[src/rtl/ecc_scan_pkg.sv]
// Shared status codes and classification for the chunk status scanner.
package ecc_scan_pkg;
    localparam logic [7:0] ST_CLEAN  = 8'h00;
    localparam logic [7:0] ST_ERASED = 8'hFF;
    localparam logic [7:0] ST_FAIL   = 8'hFE;

    typedef enum logic [1:0] {
        K_CLEAN  = 2'd0,
        K_ERASED = 2'd1,
        K_FAIL   = 2'd2,
        K_FIXED  = 2'd3
    } stat_kind_e;

    // Map one status byte to its meaning.
    function automatic stat_kind_e classify(input logic [7:0] b);
        if (b == ST_CLEAN)       return K_CLEAN;
        else if (b == ST_ERASED) return K_ERASED;
        else if (b == ST_FAIL)   return K_FAIL;
        else                     return K_FIXED;
    endfunction
endpackage

[src/rtl/ecc_scan_seq.sv]
// Sequencer for the status scan.
// Latches the chunk count at an accepted start and issues one read per cycle
// from STAT_BASE onward. It tracks the one-cycle read latency and ends the
// scan once the last returned byte has been consumed.
// Assumes the read port returns data exactly one cycle after rd_en_o.
module ecc_scan_seq #(
    parameter int PAGE_W      = 14,
    parameter int CHUNK_SHIFT = 9,
    parameter int MAX_CHUNKS  = 16,
    parameter int CNT_W       = 5,
    parameter int ADDR_W      = 8,
    parameter int STAT_BASE   = 12
) (
    input  logic              clk,
    input  logic              rst_n,
    input  logic              start_i,
    input  logic [PAGE_W-1:0] page_bytes_i,
    output logic              accept_o,
    output logic              empty_o,
    output logic              busy_o,
    output logic              done_o,
    output logic              rd_en_o,
    output logic [ADDR_W-1:0] rd_addr_o,
    output logic              vld_o
);
    logic [CNT_W-1:0]  n_q, iss_q, n_clamp;
    logic [PAGE_W-1:0] n_raw;
    logic              busy_q, done_q, vld_q;

    // Chunk count from page size, clamped to the supported maximum.
    always_comb begin
        n_raw = page_bytes_i >> CHUNK_SHIFT;
        if (n_raw > PAGE_W'(MAX_CHUNKS)) n_clamp = CNT_W'(MAX_CHUNKS);
        else                             n_clamp = n_raw[CNT_W-1:0];
    end

    assign accept_o  = start_i && !busy_q;
    assign empty_o   = accept_o && (n_clamp == '0);
    assign rd_en_o   = busy_q && (iss_q < n_q);
    assign rd_addr_o = ADDR_W'(STAT_BASE) + ADDR_W'(iss_q);
    assign busy_o    = busy_q;
    assign done_o    = done_q;
    assign vld_o     = vld_q;

    // Scan control: latch count, step the address, finish after last data.
    always_ff @(posedge clk) begin
        if (!rst_n) begin
            n_q    <= '0;
            iss_q  <= '0;
            busy_q <= 1'b0;
            done_q <= 1'b0;
            vld_q  <= 1'b0;
        end else begin
            done_q <= 1'b0;
            vld_q  <= rd_en_o;
            if (accept_o) begin
                n_q    <= n_clamp;
                iss_q  <= '0;
                busy_q <= (n_clamp != '0);
                done_q <= (n_clamp == '0);
            end else if (busy_q) begin
                if (rd_en_o) iss_q <= iss_q + 1'b1;
                if (iss_q == n_q && vld_q) begin
                    busy_q <= 1'b0;
                    done_q <= 1'b1;
                end
            end
        end
    end
endmodule

[src/rtl/ecc_scan_acc.sv]
// Accumulator for the status scan.
// Folds each returned status byte into the page totals. The corrected total
// saturates. The erased flag stays set only while every byte is 0xFF.
// Assumes clear_i and vld_i are never high in the same cycle.
module ecc_scan_acc
    import ecc_scan_pkg::*;
#(
    parameter int CORR_W = 16,
    parameter int FAIL_W = 5
) (
    input  logic              clk,
    input  logic              rst_n,
    input  logic              clear_i,
    input  logic              zero_i,
    input  logic              vld_i,
    input  logic [7:0]        data_i,
    output logic [CORR_W-1:0] corrected_o,
    output logic [FAIL_W-1:0] failed_o,
    output logic              all_erased_o
);
    logic [CORR_W-1:0] corr_q;
    logic [FAIL_W-1:0] fail_q;
    logic              er_q;
    logic [CORR_W:0]   sum;
    logic [CORR_W-1:0] corr_sat;

    // Saturating add of the current byte to the corrected total.
    always_comb begin
        sum      = {1'b0, corr_q} + (CORR_W+1)'(data_i);
        corr_sat = sum[CORR_W] ? '1 : sum[CORR_W-1:0];
    end

    // Update totals per returned status byte; clear on accepted start.
    always_ff @(posedge clk) begin
        if (!rst_n) begin
            corr_q <= '0;
            fail_q <= '0;
            er_q   <= 1'b0;
        end else if (clear_i) begin
            corr_q <= '0;
            fail_q <= '0;
            er_q   <= !zero_i;
        end else if (vld_i) begin
            unique case (classify(data_i))
                K_CLEAN:  er_q <= 1'b0;
                K_ERASED: er_q <= er_q;
                K_FAIL: begin
                    fail_q <= fail_q + 1'b1;
                    er_q   <= 1'b0;
                end
                K_FIXED: begin
                    corr_q <= corr_sat;
                    er_q   <= 1'b0;
                end
            endcase
        end
    end

    assign corrected_o  = corr_q;
    assign failed_o     = fail_q;
    assign all_erased_o = er_q;
endmodule

[src/rtl/ecc_status_scan.sv]
// Top of the ECC chunk status accumulator.
// Combines the read sequencer and the accumulator. Status bytes start after
// the metadata field, which is rounded up to a 4-byte boundary.
// Assumes a one-cycle-latency byte read port into the auxiliary buffer.
module ecc_status_scan #(
    parameter int PAGE_W      = 14,
    parameter int CHUNK_BYTES = 512,
    parameter int META_BYTES  = 10,
    parameter int MAX_CHUNKS  = 16,
    parameter int ADDR_W      = 8,
    parameter int CORR_W      = 16,
    parameter int FAIL_W      = $clog2(MAX_CHUNKS + 1)
) (
    input  logic              clk,
    input  logic              rst_n,
    input  logic              start_i,
    input  logic [PAGE_W-1:0] page_bytes_i,
    output logic              rd_en_o,
    output logic [ADDR_W-1:0] rd_addr_o,
    input  logic [7:0]        rd_data_i,
    output logic [CORR_W-1:0] corrected_o,
    output logic [FAIL_W-1:0] failed_o,
    output logic              all_erased_o,
    output logic              busy_o,
    output logic              done_o
);
    localparam int CHUNK_SHIFT = $clog2(CHUNK_BYTES);
    localparam int STAT_BASE   = ((META_BYTES + 3) / 4) * 4;
    localparam int CNT_W       = $clog2(MAX_CHUNKS + 1);

    logic accept, empty, vld;

    ecc_scan_seq #(
        .PAGE_W(PAGE_W), .CHUNK_SHIFT(CHUNK_SHIFT), .MAX_CHUNKS(MAX_CHUNKS),
        .CNT_W(CNT_W), .ADDR_W(ADDR_W), .STAT_BASE(STAT_BASE)
    ) u_seq (
        .clk(clk), .rst_n(rst_n), .start_i(start_i), .page_bytes_i(page_bytes_i),
        .accept_o(accept), .empty_o(empty), .busy_o(busy_o), .done_o(done_o),
        .rd_en_o(rd_en_o), .rd_addr_o(rd_addr_o), .vld_o(vld)
    );

    ecc_scan_acc #(.CORR_W(CORR_W), .FAIL_W(FAIL_W)) u_acc (
        .clk(clk), .rst_n(rst_n), .clear_i(accept), .zero_i(empty),
        .vld_i(vld), .data_i(rd_data_i), .corrected_o(corrected_o),
        .failed_o(failed_o), .all_erased_o(all_erased_o)
    );
endmodule

[config.mk]
export PLATFORM = sky130hd
export DESIGN_NAME = ecc_status_scan
export DESIGN_NICKNAME = d
export VERILOG_FILES = /design/src/rtl/ecc_scan_pkg.sv /design/src/rtl/ecc_scan_seq.sv /design/src/rtl/ecc_scan_acc.sv /design/src/rtl/ecc_status_scan.sv
export SDC_FILE = /design/constraint.sdc
export NUM_CORES = 1
export LEC_CHECK = 0
export BUFFER_PORTS_ARGS = -buffer_cell sky130_fd_sc_hd__buf_4
export CAP_MARGIN = 40
export CORE_ASPECT_RATIO = 1.25
export CORE_UTILIZATION = 45
export CTS_CLUSTER_DIAMETER = 150
export DETAILED_ROUTE_END_ITERATION = 16
export PLACE_DENSITY = 0.7
export SLEW_MARGIN = 30
export SYNTH_ARGS = -nofsm -noshare
export SYNTH_HDL_FRONTEND = slang
export SYNTH_SLANG_ARGS = --single-unit
[constraint.sdc]
create_clock -name clk -period 4 [get_ports clk]
set_clock_uncertainty 0.2 [all_clocks]
set_input_delay 0.6 -clock clk [delete_from_list [all_inputs] [get_ports clk]]
set_output_delay 0.6 -clock clk [all_outputs]
set_load 0.05 [all_outputs]
==> results of run 1 <==
-- report_power, final --
group | switching [mW] | leakage, nW | total (mW) | internal (mW)
sequential | 0.00558 | 0.283 | 0.361 | 0.356
clock | 0.123 | 0.0470 | 0.258 | 0.135
combinational | 0.0749 | 0.758 | 0.121 | 0.0461
-- worst max-delay path, stage by stage, from the launching register on --
cell	delay, ns
sky130_fd_sc_hd__dfxtp_1	0.40
sky130_fd_sc_hd__ha_1	0.26
sky130_fd_sc_hd__nor2b_1	0.12
sky130_fd_sc_hd__o21ai_0	0.19
sky130_fd_sc_hd__and3_1	0.36
sky130_fd_sc_hd__buf_4	0.26
-- per-layer routing --
layer  vias to the layer above  wire, µm
met4                         0        89
met5                         -         0
met3                         8       198
met2                        44      2372
met1                       868      1937
li1                        980         -
-- synth_stat cells (all sizes together) (6+ instances only) --
cell type / count / area (µm²)
buf: 6 / 42.54
nor3: 22 / 115.1
xnor2: 8 / 70.07
nand3: 6 / 30.03
and2: 7 / 46.30
a21oi: 13 / 65.06
nor2b: 7 / 43.79
a31oi: 7 / 50.05
ha: 17 / 212.7
nand4: 7 / 43.79
inv: 12 / 45.04
o21ai: 7 / 46.29
and3: 7 / 43.79
a211oi: 7 / 52.55
dfxtp: 35 / 700.7
nand2: 12 / 47.55
nor2: 25 / 93.84
-- final cells by class --
type | count | area, µm²
fill | 457 | 1868
multi-input combinational | 194 | 1325
sequential | 35 | 700.7
timing repair buffer | 47 | 360.3
clock buffer | 6 | 82.58
tap | 58 | 72.57
inverter | 12 | 45.04
clock inverter | 1 | 5.005
-- kinds of logic (layout without fill, tap and decap cells) --
logic type      count (synthesis)  count (layout)  synth area share [%]
simple gates                  110             110                 28.57
compound gates                 48              48                 15.64
flops                          35              35                 32.92
buf+inv                        23              66                 4.997
fa+ha+maj                      18              18                 10.93
xor+xnor                       13              13                 5.350
mux                             3               3                 1.411
other cells                     1               2                0.1762
-- registers in the layout, summed over array words and instances, names as in the netlist --
register,flops
u_seq.done_o,1
u_seq.vld_o,1
u_acc.all_erased_o,1
u_acc.failed_o,5
u_seq.iss_q,5
u_seq.n_q,5
u_acc.corrected_o,16
u_seq.busy_o,1
-- worst paths after layout --
path	to	startpoint	slack [ns]
max	rd_en_o	u_seq.iss_q[1]	1.31
min	u_seq.busy_o	u_seq.busy_o	0.29
max reg2reg	u_acc.corrected_o[15]	u_acc.corrected_o[0]	1.44
min reg2reg	u_seq.busy_o	u_seq.busy_o	0.29
-- stage by stage --
| step | hold slack [ns] | util, % |
|---|---|---|
| 2_1_floorplan | 0.2791 | - |
| 3_3_place_gp | 0.2770 | 55.81 |
| 3_5_place_dp | 0.2794 | 56.14 |
| 4_1_cts | 0.2888 | 58.11 |
| 5_1_grt | 0.3301 | 58.11 |
| 6_report | 0.2898 | 58.11 |
==> results.md, run 1 <==
- Status: complete, no violations
- Routing layer with the top usage in global route: met2
- Met1 track utilization from global routing: 22.59%
- Largest fanout of any net on the critical path: 6
- Floorplan core area: 0.004459 mm²
- Leakage: 1.088 nW
- Average routed wire per standard cell: 13.03 µm
- Mapped cell area: 0.002128 mm²
- Worst skew pair latency: 0.29 ns
- Required @ worst endpoint: 3.20 ns
- Total power draw: 0.7403 mW
- Maximum clock insertion buffer count: 2
- Met2 global-route usage: 35.74%
- Number of buffers inserted during clock tree synthesis: 5
- Final std cell area, no fill: 0.002591 mm²
- Worst Path Arrival: 1.89 ns
- Final layout net count: 338
- Total power density per cell area: 285.7 mW/mm²
- Hold-fix buffer count after cts: 0
- GRT Total Usage: 20.01%
- Via count of the first global-routing pass: 1,837
- Chip width: 63.51 µm
- # resized after CTS: 0
- Fin. Hold Viols: 0
- Number of cells traversed by the worst hold path: 2
- Post-synth EDFFs: 0
- Final period util: 67.15%
- Final std cells w/o fill: 353
- Maximum number of pins on one net before global-route repair: 16
- Post-place setup slack: 1.146 ns
- Placed Cells incl. Taps: 346
- TritonCTS clock tree: done
- Number of detailed-routing iterations run before antenna repair: 4
- Final min period: 2.686 ns
- Class of the tightest hold or removal check: reg2reg
- Gate Count Post-Synth: 251
- Synth Area per Inst: 8.479 µm²
- HPWL Detailed: 3601 µm
- Input/output buffers: 46
- Avg Vias per Cell: 5.382
- Share of cells above drive strength 1: 22.71%
- Most common cell after layout, fill and taps aside: sky130_fd_sc_hd__buf_4
- Placed instance area: 0.002504 mm²
- Number of register bits inferred by synthesis: 35
- Num rows: 27
- Initial standard-cell utilization of the core: 47.73%
- Worst reg-to-reg path cell count: 7
- Worst slew slack as a fraction of its limit: 48.05%
- Met3 track utilization from global routing: 4.167%
- Remaining antenna violation count: 0
- Die Y-Extent: 78.89 µm
- Wire length of the first global-routing pass: 7914 µm
- DRC violation count after routing: 0
- Synth warn: 0
- Achievable clock frequency: 372.3 MHz
- RSZ-0062 raised after global routing: false
- Detailed-route via count: 1,900
- Remaining global-route overflow: 0
- Sort of element at the start of the critical path: flop
- Number of antenna violations at the first check in global routing: 0
- Proportion of synthesized chip area in sequential cells: 32.92%
- Share of synthesized registers carrying an async set or reset: 0%
- Global placer's final weighted congestion: 0.8374
- Clock-pin transition on the worst setup and hold timing paths: 0.07 ns
- IR drop worst, VDD: 0.0001696 V
- N_diodes: 0
- Max-cap check violation count: 0
- Commonest cells after routing, fill and taps aside: sky130_fd_sc_hd__buf_4 (46), sky130_fd_sc_hd__dfxtp_1 (35), sky130_fd_sc_hd__nor2_1 (25)
- Number of H-tree levels: 2
- Count of final setup violators: 0
- Critical path start-end classification: reg2out
- Clock Sink Count: 35
- CTS root buf: sky130_fd_sc_hd__clkbuf_8
- Library cells used by synthesis: 43
- Total Die Area: 0.005010 mm²
- Area Overhead vs Synth: 21.75%
- Setup fix buffers added after clock tree synthesis: 0
- Violation count after the first detailed-route iteration: 53
- Slew at the pin with the worst max-slew slack: 0.7721 ns
- Endpoint kind of the worst setup timing path: output port
- Final setup margin: 1.314 ns
- Total Negative Setup Slacks: 0 ns
- Flip-flop cell with the highest count after synthesis: sky130_fd_sc_hd__dfxtp_1
- I/O Pins: 58
- Max Transition Viols Final: 0
- Total wire length: 4598 µm
No activity file was read; power rests on OpenSTA's default activity.
==> run 2: changes to the inputs <==
ABC_AREA = 1   (was not set)
PLACE_DENSITY = 0.72   (was 0.7)
clock period = 2.2 ns   (was 4 ns; I/O delays follow)
==> results.md, run 2 <==
- Status: complete, no violations
- N_diodes: 0 (unchanged)
- Input/output buffers: 46 (unchanged)
- Sort of element at the start of the critical path: flop
- GRT Total Usage: 21.01% (+1.0 points)
- Proportion of netlist area held by the largest area contributor: 29.98% (-2.9 points)
- CTS root buf: sky130_fd_sc_hd__clkbuf_8
- Mapped cell area: 0.002337 mm² (+9.8%)
- Achievable clock frequency: 475.6 MHz
- Detailed-route via count: 2,245 (+18%)
- Violation count after the first detailed-route iteration: 79 (+49%)
- Class of the tightest hold or removal check: in2reg
- Max FFs per register: 16 (unchanged)
- DRC violation count after routing: 0 (unchanged)
- Clock-pin transition on the worst setup and hold timing paths: 0.08 ns (about the same)
- Top post-synthesis cells by area: sky130_fd_sc_hd__dfxtp_1 (30%), sky130_fd_sc_hd__nand2_1 (14%), sky130_fd_sc_hd__ha_1 (9.1%)
- Synth Area per Inst: 6.998 µm² (-17%)
- Initial standard-cell utilization of the core: 48.00% (+0.27 points)
- TritonCTS clock tree: done
- Maximum number of pins on one net before global-route repair: 17 (+1)
- Endpoint kind of the worst setup timing path: output port
- Via count of the first global-routing pass: 2,073 (+13%)
- Critical path start-end classification: reg2out
- Met1 track utilization from global routing: 22.07% (-0.51 points)
- Largest fanout of any net on the critical path: 3 (-3)
- Clock Sink Count: 35 (unchanged)
- Most frequent cell after synthesis: sky130_fd_sc_hd__nand2_1
- Hold-fix buffer count after cts: 0 (unchanged)
- Total Negative Setup Slacks: 0 ns (unchanged)
- Synth warn: 0 (unchanged)
- Final period util: 95.56%
- Global placer's final weighted congestion: 0.8415 (+0.49%)
- Met3 track utilization from global routing: 4.808% (+0.64 points)
- Flip-flop cell with the highest count after synthesis: sky130_fd_sc_hd__dfxtp_1
- Number of register bits inferred by synthesis: 35 (unchanged)
- Number of detailed-routing iterations run before antenna repair: 4 (unchanged)
- Share of cells above drive strength 1: 23.47% (+0.76 points)
- Most common cell after layout, fill and taps aside: sky130_fd_sc_hd__nand2_1
- Total wire length: 5229 µm (+14%)
- Die Y-Extent: 82.58 µm (+4.7%)
- Leakage: 1.443 nW (+33%)
- Number of buffers inserted during clock tree synthesis: 5 (unchanged)
- Cell type with the largest total area after synthesis: sky130_fd_sc_hd__dfxtp_1
- I/O Pins: 58 (unchanged)
- Chip width: 66.46 µm (+4.6%)
- Proportion of synthesized chip area in sequential cells: 29.98% (-2.9 points)
- Area Overhead vs Synth: 24.41%
- Final std cell area, no fill: 0.002908 mm² (+12%)
- Total Die Area: 0.005488 mm² (+9.5%)
- Routing layer with the top usage in global route: met2
- Share of synthesized registers carrying an async set or reset: 0% (unchanged)
- RSZ-0062 raised after global routing: false
- Worst Path Arrival: 1.57 ns (-0.32 ns)
- Gate Count Post-Synth: 334 (+33%)
- Setup fix buffers added after clock tree synthesis: 0 (unchanged)
- Fillcell total: 467 (+2.2%)
- Remaining antenna violation count: 0 (unchanged)
- Wire length of the first global-routing pass: 8811 µm (+11%)
- Required @ worst endpoint: 1.67 ns (-1.53 ns)
- Met2 global-route usage: 40.31% (+4.6 points)
- Total power density per cell area: 509.9 mW/mm² (+78%)
- Avg Vias per Cell: 4.967 (-7.7%)
- Maximum clock insertion buffer count: 2 (unchanged)
- Placed instance area: 0.002784 mm² (+11%)
- Floorplan core area: 0.004870 mm² (+9.2%)
- Fin. Hold Viols: 0 (unchanged)
- Count of final setup violators: 0 (unchanged)
- Final layout net count: 434 (+28%)
- Number of H-tree levels: 2 (unchanged)
- Max-cap check violation count: 0 (unchanged)
- Remaining global-route overflow: 0 (unchanged)
- Max Transition Viols Final: 0 (unchanged)
- Top cells by instance count after synthesis: sky130_fd_sc_hd__nand2_1 (86), sky130_fd_sc_hd__inv_1 (46), sky130_fd_sc_hd__dfxtp_1 (35), sky130_fd_sc_hd__nand3_1 (29), sky130_fd_sc_hd__nor2_1 (26)
- Average routed wire per standard cell: 11.57 µm (-11%)
- Commonest cells after routing, fill and taps aside: sky130_fd_sc_hd__nand2_1 (86), sky130_fd_sc_hd__buf_4 (56), sky130_fd_sc_hd__inv_1 (45)
- Final min period: 2.102 ns
- IR drop worst, VDD: 0.0003934 V (+130%)
- Library cells used by synthesis: 35 (-19%)
- Worst skew pair latency: 0.29 ns (about the same)
- Num rows: 28 (+3.7%)
- Number of antenna violations at the first check in global routing: 0 (unchanged)
- Post-synth EDFFs: 0 (unchanged)
- HPWL Detailed: 4130 µm (+15%)
## run 2: changes by cell type in the layout (fill, tap and decap cells not counted), moves of 6 or more
cell / before / now
sky130_fd_sc_hd__a211oi_1: 7 / 1
sky130_fd_sc_hd__a21oi_1: 13 / 20
sky130_fd_sc_hd__and2_1: 6 / 0
sky130_fd_sc_hd__and3_1: 7 / 0
sky130_fd_sc_hd__buf_4: 46 / 56
sky130_fd_sc_hd__inv_1: 12 / 45
sky130_fd_sc_hd__nand2_1: 11 / 86
sky130_fd_sc_hd__nand3_1: 6 / 29
sky130_fd_sc_hd__nand4_1: 7 / 1
sky130_fd_sc_hd__nor2b_1: 7 / 0
sky130_fd_sc_hd__nor3_1: 21 / 4
## run 2: cell families after synthesis
group	after synthesis	synth area share, %
XOR/XNOR	10	3.748
buffers and inverters	55	10.49
adder cells (fa/ha/maj)	18	9.957
AO/OA/AOI/OAI	46	12.10
other	1	0.1604
AND/OR/NAND/NOR	169	33.57
flip-flops	35	29.98
## run 2: layer usage
| layer | up-vias | wire (µm) |
|---|---|---|
| met5 | - | 0 |
| met4 | 0 | 67 |
| met3 | 7 | 195 |
| met2 | 43 | 2753 |
| met1 | 1008 | 2213 |
| li1 | 1187 | - |
## run 2: area by class of cell
cell class              count  area, µm²  share of cell area, %
inverters                  47      176.4                  6.067
well taps                  60      75.07                  2.582
clock buffers               5      68.82                  2.367
flip-flops and latches     35      701.9                  24.14
multi-input cells         245       1410                  48.49
clock inverters             3      43.79                  1.506
repair buffers             57      431.7                  14.85
## run 2: worst max-delay path, stage by stage (launching register included)
cell and delay (ns):
sky130_fd_sc_hd__dfxtp_1 0.31, sky130_fd_sc_hd__inv_1 0.06, sky130_fd_sc_hd__ha_1 0.30, sky130_fd_sc_hd__a211oi_2 0.23
sky130_fd_sc_hd__nand3_1 0.13, sky130_fd_sc_hd__inv_2 0.10, sky130_fd_sc_hd__buf_6 0.16
## run 2: timing repair
item,CTS,global route
setup endpoints to repair,1,1
gates resized for setup,1,3
pin swaps,0,1
## run 2: final timing paths
kind / slack, ns / endpoint / start / depth (start not counted)
setup / recovery: 0.1 / rd_en_o / u_seq.n_q[4] / 6
setup reg to reg: 0.15 / u_acc.corrected_o[4] / u_acc.corrected_o[0] / 10
hold reg to reg: 0.28 / u_seq.n_q[0] / u_seq.n_q[0] / 1
hold / removal: 0.10 / u_seq.n_q[0] / page_bytes_i[9] / 2
## run 2: through the flow
step	utilization, %	instances	hold WS (ns)	power, mW	setup WS (ns)
2_1_floorplan	-	335	0.2434	0.8324	0.1258
3_3_place_gp	57.17	444	0.2636	0.9002	0.04333
3_5_place_dp	57.17	444	0.2705	0.9035	0.01719
4_1_cts	59.56	452	0.09409	1.496	0.01199
5_1_grt	59.71	452	0.08431	1.558	0.004853
6_report	59.71	452	0.1018	1.483	0.09758
## run 2: power breakdown
group	leakage [nW]	internal [mW]	switching (mW)
combinational	1.10	0.0847	0.151
sequential	0.284	0.647	0.00888
clock	0.0581	0.338	0.254
total	1.44	1.07	0.413
